--- config.mk ---
export PLATFORM = sky130hd
export DESIGN_NAME = hop_budget_calc
export DESIGN_NICKNAME = d
export VERILOG_FILES = /design/src/rtl/hop_pkg.sv /design/src/rtl/hop_slack_acc.sv /design/src/rtl/hop_split_core.sv /design/src/rtl/hop_result_reg.sv /design/src/rtl/hop_budget_calc.sv
export SDC_FILE = /design/constraint.sdc
export NUM_CORES = 1
export LEC_CHECK = 0
export BUFFER_PORTS_ARGS = -buffer_cell sky130_fd_sc_hd__buf_2
export CAP_MARGIN = 20
export CORE_MARGIN = 10
export CORE_UTILIZATION = 35
export CTS_CLUSTER_SIZE = 20
export DETAILED_ROUTE_END_ITERATION = 8
export RECOVER_POWER = 25
export SETUP_SLACK_MARGIN = 0.05
export SYNTH_ARGS = -nofsm -noshare
export SYNTH_HDL_FRONTEND = slang
export SYNTH_SLANG_ARGS = --single-unit
--- constraint.sdc ---
create_clock -name clk -period 10.9 [get_ports clk]
set_input_delay 0.545 -clock clk [delete_from_list [all_inputs] [get_ports clk]]
set_output_delay 0.545 -clock clk [all_outputs]
set_load 0.03 [all_outputs]
--- src/rtl/hop_pkg.sv ---
// Package: shared split classification for the hopping budget calculator.
// Assumes: fast clock is exactly twice the slow clock.
package hop_pkg;

    // Which region of the clamp the computed split fell into.
    typedef enum logic [1:0] {
        SPLIT_ALL_LOW  = 2'd0,
        SPLIT_MIXED    = 2'd1,
        SPLIT_ALL_HIGH = 2'd2,
        SPLIT_MISSED   = 2'd3
    } split_kind_e;

endpackage

--- src/rtl/hop_slack_acc.sv ---
// Module: hop_slack_acc
// Holds dynamic slack, in slow-clock cycles, between tasks.
// A report adds unused slow cycles plus half the unused fast cycles.
// A consume strobe empties the store; a report in the same cycle
// refills it with only the new amount. Saturates at 2^CAR_W-1.
// Assumes CAR_W <= CYC_W.
module hop_slack_acc #(
    parameter int CYC_W = 16,
    parameter int CAR_W = 16
) (
    input  logic             clk,
    input  logic             rst_n,
    input  logic             consume,
    input  logic             report,
    input  logic [CYC_W-1:0] unused_lo,
    input  logic [CYC_W-1:0] unused_hi,
    output logic [CAR_W-1:0] carry
);
    localparam int SUM_W = CYC_W + 2;
    localparam logic [SUM_W-1:0] SAT = SUM_W'({CAR_W{1'b1}});

    logic [SUM_W-1:0] base;
    logic [SUM_W-1:0] gain;
    logic [SUM_W-1:0] total;
    logic [CAR_W-1:0] carry_d;

    // Form the next slack value, saturating at the register ceiling.
    always_comb begin
        base    = consume ? '0 : SUM_W'(carry);
        gain    = SUM_W'(unused_lo) + SUM_W'(unused_hi >> 1);
        total   = report ? (base + gain) : base;
        carry_d = (total > SAT) ? {CAR_W{1'b1}} : total[CAR_W-1:0];
    end

    // Slack register, cleared by reset.
    always_ff @(posedge clk) begin
        if (!rst_n) carry <= '0;
        else        carry <= carry_d;
    end
endmodule

--- src/rtl/hop_split_core.sv ---
// Module: hop_split_core
// Combinational split of a worst-case count into fast and slow budgets.
// With fh = 2*fl and timeslot Tl in slow cycles: n_hi = 2*(wcec - Tl),
// clamped to [0, wcec]. Overshoot past wcec is reported as missed.
module hop_split_core
    import hop_pkg::*;
#(
    parameter int CYC_W = 16,
    parameter int CAR_W = 16
) (
    input  logic [CYC_W-1:0] wcec,
    input  logic [CYC_W-1:0] slot,
    input  logic [CAR_W-1:0] carry,
    output logic [CYC_W-1:0] n_hi,
    output logic [CYC_W-1:0] n_lo,
    output split_kind_e      kind
);
    localparam int TL_W = CYC_W + 1;

    logic [TL_W-1:0] tl;
    logic [TL_W-1:0] wx;
    logic [TL_W-1:0] gap;
    logic [TL_W-1:0] dbl;

    // Effective timeslot and doubled shortfall.
    always_comb begin
        tl  = TL_W'(slot) + TL_W'(carry);
        wx  = TL_W'(wcec);
        gap = (tl >= wx) ? '0 : (wx - tl);
        dbl = {gap[CYC_W-1:0], 1'b0};
    end

    // Clamp the fast budget and derive the slow budget from it.
    always_comb begin
        if (tl >= wx) begin
            kind = SPLIT_ALL_LOW;
            n_hi = '0;
        end else if (dbl > wx) begin
            kind = SPLIT_MISSED;
            n_hi = wcec;
        end else if (dbl == wx) begin
            kind = SPLIT_ALL_HIGH;
            n_hi = wcec;
        end else begin
            kind = SPLIT_MIXED;
            n_hi = dbl[CYC_W-1:0];
        end
        n_lo = wcec - n_hi;
    end
endmodule

--- src/rtl/hop_result_reg.sv ---
// Module: hop_result_reg
// Captures a split on start and strobes valid for one cycle.
// Outputs hold between captures.
module hop_result_reg
    import hop_pkg::*;
#(
    parameter int CYC_W = 16
) (
    input  logic             clk,
    input  logic             rst_n,
    input  logic             load,
    input  logic [CYC_W-1:0] n_hi_d,
    input  logic [CYC_W-1:0] n_lo_d,
    input  split_kind_e      kind_d,
    output logic             valid,
    output logic [CYC_W-1:0] n_hi,
    output logic [CYC_W-1:0] n_lo,
    output logic             infeasible
);
    // Result registers with a one-cycle qualifying strobe.
    always_ff @(posedge clk) begin
        if (!rst_n) begin
            valid      <= 1'b0;
            n_hi       <= '0;
            n_lo       <= '0;
            infeasible <= 1'b0;
        end else begin
            valid <= load;
            if (load) begin
                n_hi       <= n_hi_d;
                n_lo       <= n_lo_d;
                infeasible <= (kind_d == SPLIT_MISSED);
            end
        end
    end
endmodule

--- src/rtl/hop_budget_calc.sv ---
// Module: hop_budget_calc (top)
// Splits a task's worst-case cycles between fast and slow operating
// points so the task fits its timeslot. Slack reported after each task
// is carried into the next split. Result one cycle after start.
// Assumes the fast clock runs at twice the slow clock; CAR_W <= CYC_W.
module hop_budget_calc
    import hop_pkg::*;
#(
    parameter int CYC_W = 16,
    parameter int CAR_W = 16
) (
    input  logic             clk,
    input  logic             rst_n,
    input  logic             start,
    input  logic [CYC_W-1:0] wcec,
    input  logic [CYC_W-1:0] slot,
    input  logic             done,
    input  logic [CYC_W-1:0] unused_lo,
    input  logic [CYC_W-1:0] unused_hi,
    output logic             valid,
    output logic [CYC_W-1:0] n_hi,
    output logic [CYC_W-1:0] n_lo,
    output logic             infeasible
);
    logic [CAR_W-1:0] carry;
    logic [CYC_W-1:0] hi_c;
    logic [CYC_W-1:0] lo_c;
    split_kind_e      kind_c;

    hop_slack_acc #(.CYC_W(CYC_W), .CAR_W(CAR_W)) slack_i (
        .clk(clk), .rst_n(rst_n), .consume(start), .report(done),
        .unused_lo(unused_lo), .unused_hi(unused_hi), .carry(carry)
    );

    hop_split_core #(.CYC_W(CYC_W), .CAR_W(CAR_W)) split_i (
        .wcec(wcec), .slot(slot), .carry(carry),
        .n_hi(hi_c), .n_lo(lo_c), .kind(kind_c)
    );

    hop_result_reg #(.CYC_W(CYC_W)) out_i (
        .clk(clk), .rst_n(rst_n), .load(start),
        .n_hi_d(hi_c), .n_lo_d(lo_c), .kind_d(kind_c),
        .valid(valid), .n_hi(n_hi), .n_lo(n_lo), .infeasible(infeasible)
    );
endmodule

==> metrics.csv, run 1 <==
stage;metric;value;unit
drt;first drt pass iteration count;5;
drt;1st-iter DRT viols;211;
placed_design;Final Wtd Congestion;0.846;
cts;H-tree level count;2;
grt;vias in the first global route;5725;
cts;postcts setup bufs;0;
logic_synthesis;Post-Synthesis Cells;810;
floorplanning;Initial Util;35.6;%
placed_design;dpl cells;1119;
logic_synthesis;number of flops mapped to enable cells by yosys;0;
worst_setup_path;CP max stage cell;ha_1;
worst_setup_path;WP data required;11.10;ns
pwr;Power Total;1.64;mW
cts;CTS tree;built;
cts;Clock transition at path regs;0.07;ns
grt;pin count of the biggest net entering global routing;46;
logic_synthesis;Synth cell types;76;
floorplanning;Rows;49;
worst_setup_path;Critical Path Most Common Cell;ha_1;
layout;commonest non-fill, non-tap cells in the layout;ha_1 (108), buf_2 (79), a21oi_1 (72);
layout;commonest non-fill, non-tap cell in the layout;ha_1;
drt;DRT antenna net count;0;
floorplanning;core area;17900;µm²
worst_setup_path;Bufs and invs on worst path;2;
floorplanning;Vert. Die Dim;155;µm
pwr;PwrDens;228;nW/µm²
worst_setup_path;Worst Setup Start Kind;input port;
grt;GRT Overall Usage;13.3;%
logic_synthesis;mean post-synth cell area;7.86;µm²
sta;final setup vio count;0;
worst_setup_path;Top Family by Delay on Critical Path;compound AO/OA/AOI/OAI gates;
cts;Skew-Pair Late Insertion Delay;0.31;ns
cts;post-CTS resize count;0;
sta;final hold vios;0;
grt;global-route wire length before repair;27.2;mm
sta;Max Slew Vio Count;0;
logic_synthesis;Syn Std Cell Area;6370;µm²
cts;cts hold-fix bufs;0;
worst_setup_path;endpoint class of the critical path;flip-flop;
cts;Num CTS Buffers;5;
sta;actual slew at the worst max-slew pin;0.927;ns
logic_synthesis;#FFs+latches synth;50;
layout;post-route core utilization;40.2;%
worst_setup_path;Crit Path Category;input port to flip-flop;
layout;Cell Count, Final, Fillers Out;1126;
grt;initial antenna violation count;0;
logic_synthesis;ys async rst share;0;%
layout;layout cells sized above 1;13.5;%
sta;fmax;110;MHz
status;outcome;complete, no violations;
placed_design;Post-DP HPWL;13.6;mm
sta;RSZ-0062 raised after global routing;false;
layout;fin nets;1078;
drt;drt wl/cell;14.5;µm
worst_setup_path;Max stage delay on crit path;0.44;ns
sta;Slew Limit Headroom;38.2;%
pwr;Pleak;3.37;nW
grt;grt total ovfl;0;
drt;vias per cell;5.18;
pwr;worst vdd ir;154;µV
cts;Root Driver;clkbuf_16;
logic_synthesis;Seq/Total Area, Yosys;15.7;%
worst_setup_path;Arr. time, crit path;9.25;ns
floorplanning;# IOs;102;
worst_setup_path;crit-path max FO;13;
floorplanning;die area;24000;µm²
drt;final wirelength;16.3;mm
layout;Antenna Cells;0;
min_path;HP Class;flip-flop to flip-flop;
logic_synthesis;YS warnings;0;
logic_synthesis;Post-Syn Nets;991;
layout;Syn-to-layout area delta;12.9;%
placed_design;I/O Buffers;100;
cts;clock sinks;50;
drt;drt drc;0;
sta;minimum clock period;9.05;ns
logic_synthesis;Synth Flop Type;dfxtp_1;
sta;Period Utilization, post-route;83.1;%
cts;Max Root-Sink Buffers;2;
job;maxcap violations;0;
sta;Max Clock Skew;0.00935;ns
sta;Total Neg Setup Slack;0;ns
floorplanning;die width;155;µm
drt;Vias;5832;
-- cells in the mapped netlist (5+ instances only) --
library cell    n  area share (%)
nor2b_1        29             2.8
o21a_1          9             1.1
nand3_1        21             1.7
o21ai_0        28             2.2
or2_2           8            0.79
and3_1          7            0.69
o221ai_1       13             1.8
nand2b_1        7            0.69
ha_1          108              21
dfxtp_1        50              16
and2_1          7            0.69
buf_2           5            0.39
a21o_1         17             2.0
o221a_2         5            0.88
o21bai_1        8            0.94
xor2_1         16             2.2
fa_1            5             1.6
o221a_1        10             1.8
clkbuf_1       14            0.83
a21oi_1        72             5.7
inv_1          58             3.4
nor3_1         20             1.6
a211oi_1       12             1.4
mux2i_1        10             1.6
nor2_1         69             4.1
or3_1           6            0.59
o22ai_1        12             1.2
nand2_1        59             3.5
nand4_1         6            0.59
xnor2_1        41             5.6
-- area by class of cell --
cell class	count	area, µm²
fillers	1904	10700
flip-flops and latches	50	1000
clock inverters	2	15.0
multi-input cells	677	5030
clock buffers	5	125
inverters	59	221
repair buffers	104	504
well taps	229	287
-- final timing paths --
| kind | startpoint | to | slack (ns) | cells past startpoint |
|---|---|---|---|---|
| worst max register to register | slack_i.carry[0]$_SDFF_PN0_ | out_i.n_lo[15]$_SDFFE_PN0P_ | 1.88 | 36 |
| worst min-delay path | out_i.n_lo[3]$_SDFFE_PN0P_ | out_i.n_lo[3]$_SDFFE_PN0P_ | 0.46 | 2 |
| worst min register to register | out_i.n_lo[3]$_SDFFE_PN0P_ | out_i.n_lo[3]$_SDFFE_PN0P_ | 0.46 | 2 |
| worst max-delay path | slot[0] | out_i.n_lo[15]$_SDFFE_PN0P_ | 1.85 | 37 |
-- cells by family after synthesis --
family | Yosys count | synth area share, %
multiplexers | 12 | 1.93
AO/OA/AOI/OAI | 237 | 26.4
buffers and inverters | 83 | 5.23
adder cells (fa/ha/maj) | 113 | 22.8
flip-flops | 50 | 15.7
XOR/XNOR | 57 | 7.84
AND/OR/NAND/NOR | 258 | 20.1
-- registers in the layout, indices dropped and copies added, names as in the netlist --
signal	cells
out_i.n_hi	16
slack_i.carry	16
out_i.infeasible	1
out_i.valid	1
out_i.n_lo	16
-- through the flow --
stage / hold slack (ns) / setup WS, ns / area (µm²)
global route: 0.476 / 1.04 / 7190
CTS: 0.461 / 1.74 / 7210
floorplan: 0.583 / 2.46 / 6370
detailed placement: 0.453 / 1.43 / 7070
finish: 0.459 / 1.85 / 7190
global placement: 0.448 / 1.51 / 7070
-- metal layers --
metal | track usage [%] | vias up | share of wire, %
li1 | - | 3130 | -
met3 | 2.78 | 16 | 5.2
met1 | 17.9 | 2561 | 51
met5 | 0 | - | 0
met2 | 20.8 | 125 | 42
met4 | 4.00 | 0 | 1.9
-- power by group --
part | switching (mW) | internal [mW] | total [mW]
Sequential | 0.0220 | 0.230 | 0.252
Combinational | 0.725 | 0.506 | 1.23
Clock | 0.0736 | 0.0839 | 0.158
Total | 0.821 | 0.820 | 1.64
-- worst min-delay path, cell delays in order, from the launching register on --
cell     delay [ns]
dfxtp_1        0.31
nand2_1        0.06
a21oi_1        0.05
Note: power is estimated with default switching activity, not from simulation.
==> run 2: changes to the inputs <==
==> constraint.sdc (replaced) <==
create_clock -name clk -period 7.66 [get_ports clk]
set_input_delay 0.383 -clock clk [delete_from_list [all_inputs] [get_ports clk]]
set_output_delay 0.383 -clock clk [all_outputs]
set_load 0.03 [all_outputs]
==> run 2 against run 1 <==
  * Clock power is 65% higher
  * Non-clock buffer count increased by 103
  * Largest cell class unchanged
  * Routed wire length is 13% higher
  * Die area did not move
  * Combinational power up 95%
  * Final cell count rose by 9.2%
  * Global-route usage grew 1.7 points
  * Largest power group unchanged
  * Worst hold slack worse by 0.0013 ns
  * Final area up 16%
  * Clock skew hardly changed
==> metrics.csv, run 2 (synthesized netlist as in run 1, its figures left out) <==
stage;metric;value;unit
pwr;clock power share;8.6;%
worst_setup_path;Arr. time, crit path;7.73;ns
layout;Syn-to-layout area delta;30.9;%
layout;fill count;1834;
pwr;P_sw;1.39;mW
job;maxcap violations;0;
floorplanning;Initial Util;35.6;%
sta;RSZ-0062 raised after global routing;true;
worst_setup_path;Worst Setup Start Kind;flip-flop;
layout;Cell Count, Final, Fillers Out;1230;
sta;final setup vio count;0;
drt;drt wl/cell;15.0;µm
placed_design;Final Wtd Congestion;0.879;
cts;clock sinks;50;
sta;Period Utilization, post-route;97.5;%
pwr;switching share of total power;45.9;%
sta;Slew Limit Headroom;35.7;%
cts;Num CTS Buffers;5;
floorplanning;Vert. Die Dim;155;µm
sta;Total Neg Setup Slack;0;ns
worst_setup_path;Crit Path Category;flip-flop to flip-flop;
status;outcome;complete, no violations;
layout;multi-input logic area;5370;µm²
worst_setup_path;crit-path max FO;7;
drt;Vias;6398;
worst_setup_path;CP max stage cell;or4_4;
layout;post-route core utilization;46.6;%
floorplanning;# IOs;102;
worst_setup_path;Max stage delay on crit path;0.51;ns
layout;commonest non-fill, non-tap cell in the layout;buf_4;
drt;final wirelength;18.4;mm
grt;pin count of the biggest net entering global routing;46;
cts;Skew-Pair Late Insertion Delay;0.31;ns
drt;drt drc;0;
cts;H-tree level count;2;
cts;Max Root-Sink Buffers;2;
sta;fmax;134;MHz
pwr;worst vdd ir;212;µV
placed_design;dpl cells;1199;
sta;final hold vios;0;
pwr;Pleak;3.97;nW
floorplanning;Rows;49;
drt;first drt pass iteration count;4;
grt;initial antenna violation count;1;
sta;minimum clock period;7.47;ns
worst_setup_path;Critical Path Most Common Cell;buf_4;
layout;Antenna Cells;0;
layout;fin nets;1181;
pwr;Gate power share;79.5;%
min_path;HP Class;flip-flop to flip-flop;
placed_design;I/O Buffers;100;
cts;cts hold-fix bufs;0;
drt;DRT antenna net count;0;
floorplanning;die width;155;µm
pwr;PwrDens;363;nW/µm²
layout;commonest non-fill, non-tap cells in the layout;buf_4 (105), ha_1 (104), buf_2 (81);
floorplanning;core area;17900;µm²
cts;Clock transition at path regs;0.07;ns
sta;PnR worst setup slack;0.190;ns
sta;actual slew at the worst max-slew pin;0.964;ns
grt;GRT Overall Usage;15.0;%
sta;Max Clock Skew;0.00956;ns
grt;grt total ovfl;0;
pwr;Internal;1.64;mW
drt;vias per cell;5.20;
sta;Max Slew Vio Count;0;
worst_setup_path;endpoint class of the critical path;flip-flop;
placed_design;Post-DP HPWL;14.8;mm
floorplanning;die area;24000;µm²
drt;1st-iter DRT viols;227;
layout;Largest regs;out_i.n_hi x16, out_i.n_lo x16, slack_i.carry x16;
layout;FF/Latch Area;1000;µm²
sta;worst hold slack;0.458;ns
placed_design;Place WS;-0.346;ns
grt;vias in the first global route;6643;
layout;layout cells sized above 1;27.6;%
grt;global-route wire length before repair;30.6;mm
cts;Root Driver;clkbuf_16;
cts;CTS tree;built;
pwr;sequential share of power;11.9;%
worst_setup_path;WP data required;7.92;ns
run 2: changes by cell type in the layout (fill, tap and decap cells not counted), sizes merged:
cell / previous run / this run
bufinv: 0 / 1
buf: 83 / 188
clkinvlp: 2 / 1
clkbuf: 26 / 25
run 2: layout make-up:
class / count / area share [%]
multi-input combinational: 677 / 64.4
timing repair buffer: 207 / 15.5
sequential: 50 / 12.0
tap: 229 / 3.44
inverter: 59 / 2.66
clock buffer: 6 / 1.55
clock inverter: 2 / 0.450
run 2: per-stage QoR:
stage | power (mW) | instance area [µm²]
detailed placement | 2.46 | 7720
finish | 3.02 | 8340
global route | 3.30 | 8340
CTS | 2.92 | 8150
floorplan | 1.81 | 6420
global placement | 2.44 | 7720
run 2: worst paths after layout:
kind                                               endpoint  cells past startpoint  slack (ns)                        start
worst min register to register  out_i.n_hi[11]$_SDFFE_PN0P_                      2        0.46  out_i.n_hi[11]$_SDFFE_PN0P_
worst max-delay path            out_i.n_lo[15]$_SDFFE_PN0P_                     43        0.19  slack_i.carry[0]$_SDFF_PN0_
worst max register to register  out_i.n_lo[15]$_SDFFE_PN0P_                     43        0.19  slack_i.carry[0]$_SDFF_PN0_
worst min-delay path            out_i.n_hi[11]$_SDFFE_PN0P_                      2        0.46  out_i.n_hi[11]$_SDFFE_PN0P_
run 2: what timing repair did:
| item | in CTS | in global routing |
|---|---|---|
| resized for setup | 22 | 36 |
| endpoints found under the setup margin | 6 | 12 |
| pin swaps | 16 | 29 |
| buffers inserted | 20 | 5 |
run 2: per-layer routing:
layer  vias up  track usage (%)  part of all wire [%]
met5         -                0                 0.038
met4         2             3.96                   2.3
met3        27             3.39                   4.8
met2       126             25.8                    46
met1      2894             18.5                    47
li1       3349                -                     -
run 2: power groups by stage:
| stage | logic, mW | registers [mW] | clock network [mW] |
|---|---|---|---|
| floorplan | 1.34 | 0.469 | 0 |
| global placement | 2.08 | 0.361 | 0 |
| detailed placement | 2.10 | 0.363 | 0 |
| finish | 2.40 | 0.359 | 0.261 |
| CTS | 2.29 | 0.358 | 0.268 |
| global route | 2.66 | 0.367 | 0.274 |
run 2: worst max-delay path: cells and delay by family (launching register included):
family / cells / cell delay [ns]
DFF: 1 / 0.34
xor gates and xnor gates: 1 / 0.07
adders and majority gates: 4 / 1.07
AOI/OAI and AO/OA: 10 / 1.77
and+or+nand+nor: 9 / 1.70
buffers and inverters: 19 / 2.48
